[config.mk]
export PLATFORM = sky130hd
export DESIGN_NAME = rob_core
export DESIGN_NICKNAME = d
export VERILOG_FILES = /design/src/rtl/rob_core.sv
export SDC_FILE = /design/constraint.sdc
export NUM_CORES = 1
export LEC_CHECK = 0
export ABC_AREA = 1
export BUFFER_PORTS_ARGS = -buffer_cell sky130_fd_sc_hd__buf_4
export CAP_MARGIN = 20
export CORE_ASPECT_RATIO = 0.8
export CORE_UTILIZATION = 35
export CTS_CLUSTER_SIZE = 40
export DETAILED_ROUTE_END_ITERATION = 8
export GPL_ROUTABILITY_DRIVEN = 0
export HOLD_SLACK_MARGIN = 0.06
export PLACE_DENSITY = 0.59
export SLEW_MARGIN = 0
export SYNTH_ARGS = -nofsm -noshare
export SYNTH_HDL_FRONTEND = slang
export SYNTH_SLANG_ARGS = --single-unit
export TNS_END_PERCENT = 5
[constraint.sdc]
create_clock -name clk -period 3.5 [get_ports clk]
set_input_delay 0.175 -clock clk [delete_from_list [all_inputs] [get_ports clk]]
set_output_delay 0.175 -clock clk [all_outputs]
set_load 0.005 [all_outputs]
[src/rtl/rob_core.sv]
module rob_core #(
  parameter int DEPTH  = 8,
  parameter int DATA_W = 32,
  parameter int REG_W  = 5
) (
  input  logic              clk,
  input  logic              rst_n,
  input  logic              disp_valid,
  input  logic [1:0]        disp_kind,
  input  logic [REG_W-1:0]  disp_dest,
  output logic [$clog2(DEPTH)-1:0] disp_tag,
  input  logic              res_valid,
  input  logic [$clog2(DEPTH)-1:0] res_tag,
  input  logic [DATA_W-1:0] res_value,
  input  logic              res_mispred,
  output logic              retire,
  output logic              rf_we,
  output logic [REG_W-1:0]  rf_addr,
  output logic [DATA_W-1:0] rf_data,
  output logic              st_release,
  output logic [REG_W-1:0]  st_addr,
  output logic [DATA_W-1:0] st_data,
  output logic              flush,
  output logic [DATA_W-1:0] redirect,
  output logic              full,
  output logic              empty
);
  localparam int TAG_W = $clog2(DEPTH);
  localparam int CNT_W = TAG_W + 1;
  localparam logic [1:0] K_REG = 2'd0;
  localparam logic [1:0] K_ST  = 2'd1;
  localparam logic [1:0] K_BR  = 2'd2;

  logic [TAG_W-1:0]  head_q, tail_q;
  logic [CNT_W-1:0]  count_q;
  logic [DEPTH-1:0]  used_q, done_q, miss_q;
  logic [1:0]        kind_q [DEPTH];
  logic [REG_W-1:0]  dest_q [DEPTH];
  logic [DATA_W-1:0] val_q  [DEPTH];

  logic take;
  logic [1:0] hkind;

  assign full     = count_q == CNT_W'(DEPTH);
  assign empty    = count_q == '0;
  assign disp_tag = tail_q;
  assign hkind    = kind_q[head_q];

  assign retire     = used_q[head_q] && done_q[head_q];
  assign rf_we      = retire && hkind == K_REG;
  assign st_release = retire && hkind == K_ST;
  assign flush      = retire && hkind == K_BR && miss_q[head_q];
  assign rf_addr    = dest_q[head_q];
  assign st_addr    = dest_q[head_q];
  assign rf_data    = val_q[head_q];
  assign st_data    = val_q[head_q];
  assign redirect   = val_q[head_q];

  assign take = disp_valid && !full && !flush;

  always_ff @(posedge clk) begin
    if (!rst_n) begin
      head_q  <= '0;
      tail_q  <= '0;
      count_q <= '0;
      used_q  <= '0;
      done_q  <= '0;
      miss_q  <= '0;
    end else if (flush) begin
      used_q  <= '0;
      head_q  <= head_q + 1'b1;
      tail_q  <= head_q + 1'b1;
      count_q <= '0;
    end else begin
      if (res_valid && used_q[res_tag]) begin
        done_q[res_tag] <= 1'b1;
        miss_q[res_tag] <= res_mispred;
        val_q[res_tag]  <= res_value;
      end
      if (take) begin
        used_q[tail_q] <= 1'b1;
        done_q[tail_q] <= 1'b0;
        miss_q[tail_q] <= 1'b0;
        kind_q[tail_q] <= disp_kind;
        dest_q[tail_q] <= disp_dest;
        tail_q         <= tail_q + 1'b1;
      end
      if (retire) begin
        used_q[head_q] <= 1'b0;
        head_q         <= head_q + 1'b1;
      end
      count_q <= count_q + CNT_W'(take) - CNT_W'(retire);
    end
  end
endmodule


; ---- After elaboration in Yosys (flattened, before gate mapping)
; Memories as Yosys holds them, arrays and structs flattened. A register that Yosys moved wholly into a read port is not among the register bits.
; Cells that the tools add are included.
; W data, S select, Z words.
[word_totals]
register_bits = 34
latch_bits = 0
ramBits = 312
mem_bits_ro = 0
input_bits = 47
out_inout_bits = 115
elab_cells = 93
n_memories = 3
[classes]
addsub = 4
multipliers = 0
n_div = 0
magnitude_cmp = 6
eq_ne = 3
n_shift = 0
mux = 45
bitwise = 8
n_reduce_logical = 18
[mem_list]
columns = memory, words, word_bits, read_ports, rd_ports_with_merged_regs, write_ports, line_no
row1 = val_q, 8, 32, 1, 1, 1, 39  ; logic [DATA_W-1:0] val_q [DEPTH];
row2 = dest_q, 8, 5, 1, 1, 1, 38  ; logic [REG_W-1:0] dest_q [DEPTH];
row3 = kind_q, 8, 2, 1, 1, 1, 37  ; logic [1:0] kind_q [DEPTH];
[op_table]
columns = op, count
row1 = $mux W8, 12
row2 = $mux W3, 10
row3 = $and A8 B8 Y8, 3
row4 = $not A8 Y8, 2
row5 = $or A8 B8 Y8, 2
row6 = $mux W1, 15
row7 = $bmux W1 S3, 4
row8 = $lt A3 B4 Y1 const B, 3
row9 = $logic_and A1 B1 Y1, 11
row10 = $demux W1 S3, 3
row11 = $ge A3 B1 Y1 const B, 3
row12 = $bwmux W8, 1
row13 = $add A3 B1 Y3 const B, 2
row14 = $add A4 B1 Y4, 1
row15 = $eq A4 B4 Y1 const B, 1
row16 = $logic_not A4 Y1, 1
row17 = $reduce_bool A2 Y1, 2
row18 = $sub A4 B1 Y4, 1
row19 = $eq A2 B1 Y1 const B, 1
row20 = $eq A2 B2 Y1 const B, 1
row21 = $logic_not A1 Y1, 2
row22 = $logic_not A2 Y1, 1
row23 = $reduce_or A2 Y1, 1
row24 = $not A1 Y1, 1

; ---- Depth between registers and ports, before layout
[depth]
ltp_word = 12
ltp_mapped = 18
depth_no_buf = 16

; ---- Worst setup path before layout
; OpenSTA, ideal clock, no wires.
[synth_path]
path_kind = register to register
start = register head_q[0]
end = register count_q[2]
setup_time_ps = 116
arrival_time_ps = 2434
t_required_ps = 3384
path_slack_ps = 951
path_stages_with_launch = 17
n_path_buf = 2
period_less_slack_ps = 2549
path_cell_list = dfxtp_1 -> buf_4 -> nand2_1 -> nand3_1 -> nand2_1 -> nor2_4 -> nor2_8 -> nand3_4 -> buf_2 -> nand2_1 -> ha_1 -> inv_1 -> ha_1 -> inv_1 -> fa_1 -> xor2_1 -> nor2_1
[synth_between]
elab_chain_cells = 9
elab_cells_between_ends = 14
classes_between = add/sub: 2 / mux: 6 / reduce/logical: 6
[synth_rtl]
columns = item, line_no
row1 = start: declaration, 34  ; logic [TAG_W-1:0] head_q, tail_q;
row2 = start signal: assignment, 71  ; head_q <= head_q + 1'b1;
row3 = start signal: assignment, 90  ; head_q <= head_q + 1'b1;
row4 = $bmux W1 S3, 49  ; assign retire = used_q[head_q] && done_q[head_q];
row5 = $mux W1 (not written as such), 49
row6 = $logic_and A1 B1 Y1 (*), 49
row7 = net retire, 16  ; output logic retire,
row8 = $logic_and A1 B1 Y1 (2 in a row), 52  ; assign flush = retire && hkind == K_BR && miss_q[head_q];
row9 = $logic_not A1 Y1, 59  ; assign take = disp_valid && !full && !flush;
row10 = $logic_and A1 B1 Y1, 59
row11 = $add A4 B1 Y4, 92  ; count_q <= count_q + CNT_W'(take) - CNT_W'(retire);
row12 = $sub A4 B1 Y4, 92
row13 = end signal: assignment, 92
row14 = end: declaration, 35  ; logic [CNT_W-1:0] count_q;
; The timed path passes the listed nets; every way through them passes the cells marked *. The select of a mux whose other input is x is not followed.
; A chain may end at the register's enable or synchronous reset.

==> out/metrics.csv <==
stage;metric;value;unit
outcome;outcome;completed;
sta;drv_slew;0;
worst_setup_path;path_class;reg2out;
die;coreArea;41900;µm²
grt;grt_max_degree;101;
route;highest_layer;met4;
placement;dpl_cell_area;16300;µm²
sta;finalHoldViolCount;0;
clock_tree;clock_path_buffers;3;
sta;clock.fmax;328;MHz
worst_setup_path;worst_ep_arrival_time;2.88;ns
power;p_leak;6.66;nW
grt;grt-ovfl-total;0;
sta;finalSetupViolations;0;
grt;grt_pass1_wl;54000;µm
die;ios;162;
die;fp.dieW;233;µm
synthesis;synthCells;1334;
route;postRouteAntennaNets;0;
worst_setup_path;path_max_fanout;100;
sta;setup-tns-final;0;ns
die;initial_core_util;35.5;%
worst_setup_path;crit_chain;inv_4 -> buf_4 -> o21ai_0 -> o22ai_1 -> nor2_1 -> a31oi_1 -> buf_4;
power;powerDensity;489;nW/µm²
worst_setup_path;cp-end-kind;primary output;
route;met2_length;15500;µm
flow_run;maxCapViolations;0;
route;route.detailed.drc;0;
route;vias;9927;
finish;drive_above_1_share;18.5;%
finish;layout_commonest_cell;edfxtp_1;
sta;rsz0062_at_grt;false;
power;peakVddDrop;0.000258;V
clock_tree;hold_buffers;40;
sta;worstMarginPinSlew;1.00;ns
power;power;8.72;mW
worst_setup_path;cpPeakStageDelay;0.74;ns
grt;antenna_found_initial;2;
clock_tree;clock_latency;0.52;ns
sta;relSlewSlack;33.2;%
sta;skew;0.0142;ns
route;wl_met3;1910;µm
finish;final_cell_mix;312 x edfxtp_1, 307 x nor2_1, 185 x buf_4;
clock_tree;clk_pin_slew_worst_paths;0.06;ns
worst_setup_path;slowest_stage;buf_4;
route;wl_per_cell;17.2;µm
worst_setup_path;crit_path_frequent_cell;buf_4;
worst_setup_path;worstPathRequired;3.32;ns
clock_tree;cts_tree;yes;
synthesis;ys_ff_latch;349;
route;drt-initial-drc-count;798;
clock_tree;cts-root-buf;clkbuf_16;
worst_setup_path;critPathTopFamily;buffers and inverters;
sta;period_needed;3.05;ns
grt;grt.total_usage;16.0;%
worst_setup_path;startpoint_type;register;
placement;detailed_place_hpwl;20300;µm
finish;area_delta_synth_final;19.5;%
synthesis;syn_nets;1390;
clock_tree;cts_resized;0;
worst_setup_path;crit_buf_inv;3;
sta;fin_crit_sh;87.2;%
finish;nets;1521;
route;met1_length;17100;µm
die;design.die.area;43400;µm²
synthesis;ys_seq_area_share;67.9;%
synthesis;synth.distinct_cells;33;
route;drt_first_pass_iters;6;
min_path;min_path_type;in2reg;
finish;final_cell_area;17800;µm²
grt;grt_pass1_vias;9357;
clock_tree;cts_buffers;37;
die;die_h;187;µm
clock_tree;cts_setup_buffers;0;
route;vias_per_cell;4.86;
synthesis;avgSynthCellArea;11.2;µm²
clock_tree;cts.sinks;349;
synthesis;ys_warn_count;0;
placement;numPortBuffers;161;
clock_tree;htreeDepth;2;
die;rows;67;
route;wl;35100;µm
synthesis;synth_area;14900;µm²
[kinds of logic (layout without fill, tap and decap cells)]
| group | after synthesis | count (layout) | synth area share (%) |
|---|---|---|---|
| xor+xnor | 3 | 3 | 0.176 |
| simple gates | 501 | 501 | 14.3 |
| fa+ha+maj | 9 | 9 | 0.806 |
| buf+inv | 215 | 371 | 7.57 |
| flops | 349 | 349 | 67.9 |
| compound gates | 257 | 257 | 9.30 |
| other cells | 0 | 1 | 0 |
[cell type report]
| cell class | instances | area [µm²] |
|---|---|---|
| well taps | 552 | 691 |
| repair buffers | 232 | 1930 |
| multi-input cells | 770 | 3660 |
| inverters | 75 | 284 |
| flip-flops and latches | 349 | 10100 |
| clock buffers | 53 | 1050 |
| clock inverters | 11 | 78.8 |
| diodes | 1 | 2.50 |
| fillers | 3956 | 24100 |
[synthesized netlist by cell type (all sizes together)]
cell / number / area share [%]
nor4: 3 / 0.13
nand2: 113 / 2.9
clkbuf: 47 / 1.2
ha: 8 / 0.67
nor2: 313 / 8.1
o21a: 2 / 0.10
nor3: 4 / 0.13
a31oi: 37 / 1.6
buf: 93 / 4.5
xor2: 3 / 0.18
a211oi: 1 / 0.050
inv: 75 / 1.9
dfxtp: 37 / 5.0
nand3: 66 / 2.9
o22ai: 37 / 1.6
fa: 1 / 0.13
or2: 2 / 0.084
edfxtp: 312 / 63
o21ai: 166 / 5.6
a21oi: 14 / 0.47
[worst register-to-register path: cells and delay by family, from the launching register on]
kind	cells	cell delay, ns
adders and majority gates	3	0.75
and+or+nand+nor	3	0.47
AOI/OAI and AO/OA	1	0.44
buffers and inverters	4	0.40
DFF	1	0.34
xor gates and xnor gates	1	0.17
[through the flow]
step	hold WS (ns)	utilization, %	std cells	setup slack (ns)
after floorplan	0.274	-	1334	0.951
after global placement	0.412	38.8	1938	0.910
after detailed placement	0.413	38.8	1938	0.845
after CTS	0.105	42.5	2042	0.371
after global routing	0.131	42.5	2043	0.180
final	0.128	42.5	2043	0.447
[registers in the layout (all words and copies together) (netlist names), named ones only]
| name | count |
|---|---|
| done_q | 8 |
| disp_tag | 3 |
| count_q | 4 |
| used_q | 8 |
| head_q | 3 |
| miss_q | 8 |
| val_q | 256 |
| kind_q | 16 |
| dest_q | 40 |
[power breakdown]
group | internal, mW | total (mW) | switching [mW]
Clock | 2.15 | 3.69 | 1.54
Combinational | 0.186 | 0.434 | 0.247
Sequential | 4.57 | 4.60 | 0.0210
[worst paths after layout]
kind              slack, ns  depth (start not counted)                   start                      to
hold / removal         0.13                          5              res_tag[2]  miss_q[6]$_SDFFE_PN0N_
hold reg to reg        0.46                          2  miss_q[1]$_SDFFE_PN0N_  miss_q[1]$_SDFFE_PN0N_
setup / recovery       0.45                          7                register              st_addr[1]
setup reg to reg       0.82                         12   count_q[1]$_SDFF_PP0_   count_q[2]$_SDFF_PP0_
[routing by layer]
metal / vias to the layer above / GRT usage (%)
met4: 0 / 3.72
met1: 4810 / 23.6
met5: - / 0
met3: 33 / 2.84
met2: 257 / 24.4
li1: 4827 / -
No activity file was read; power rests on OpenSTA's default activity.
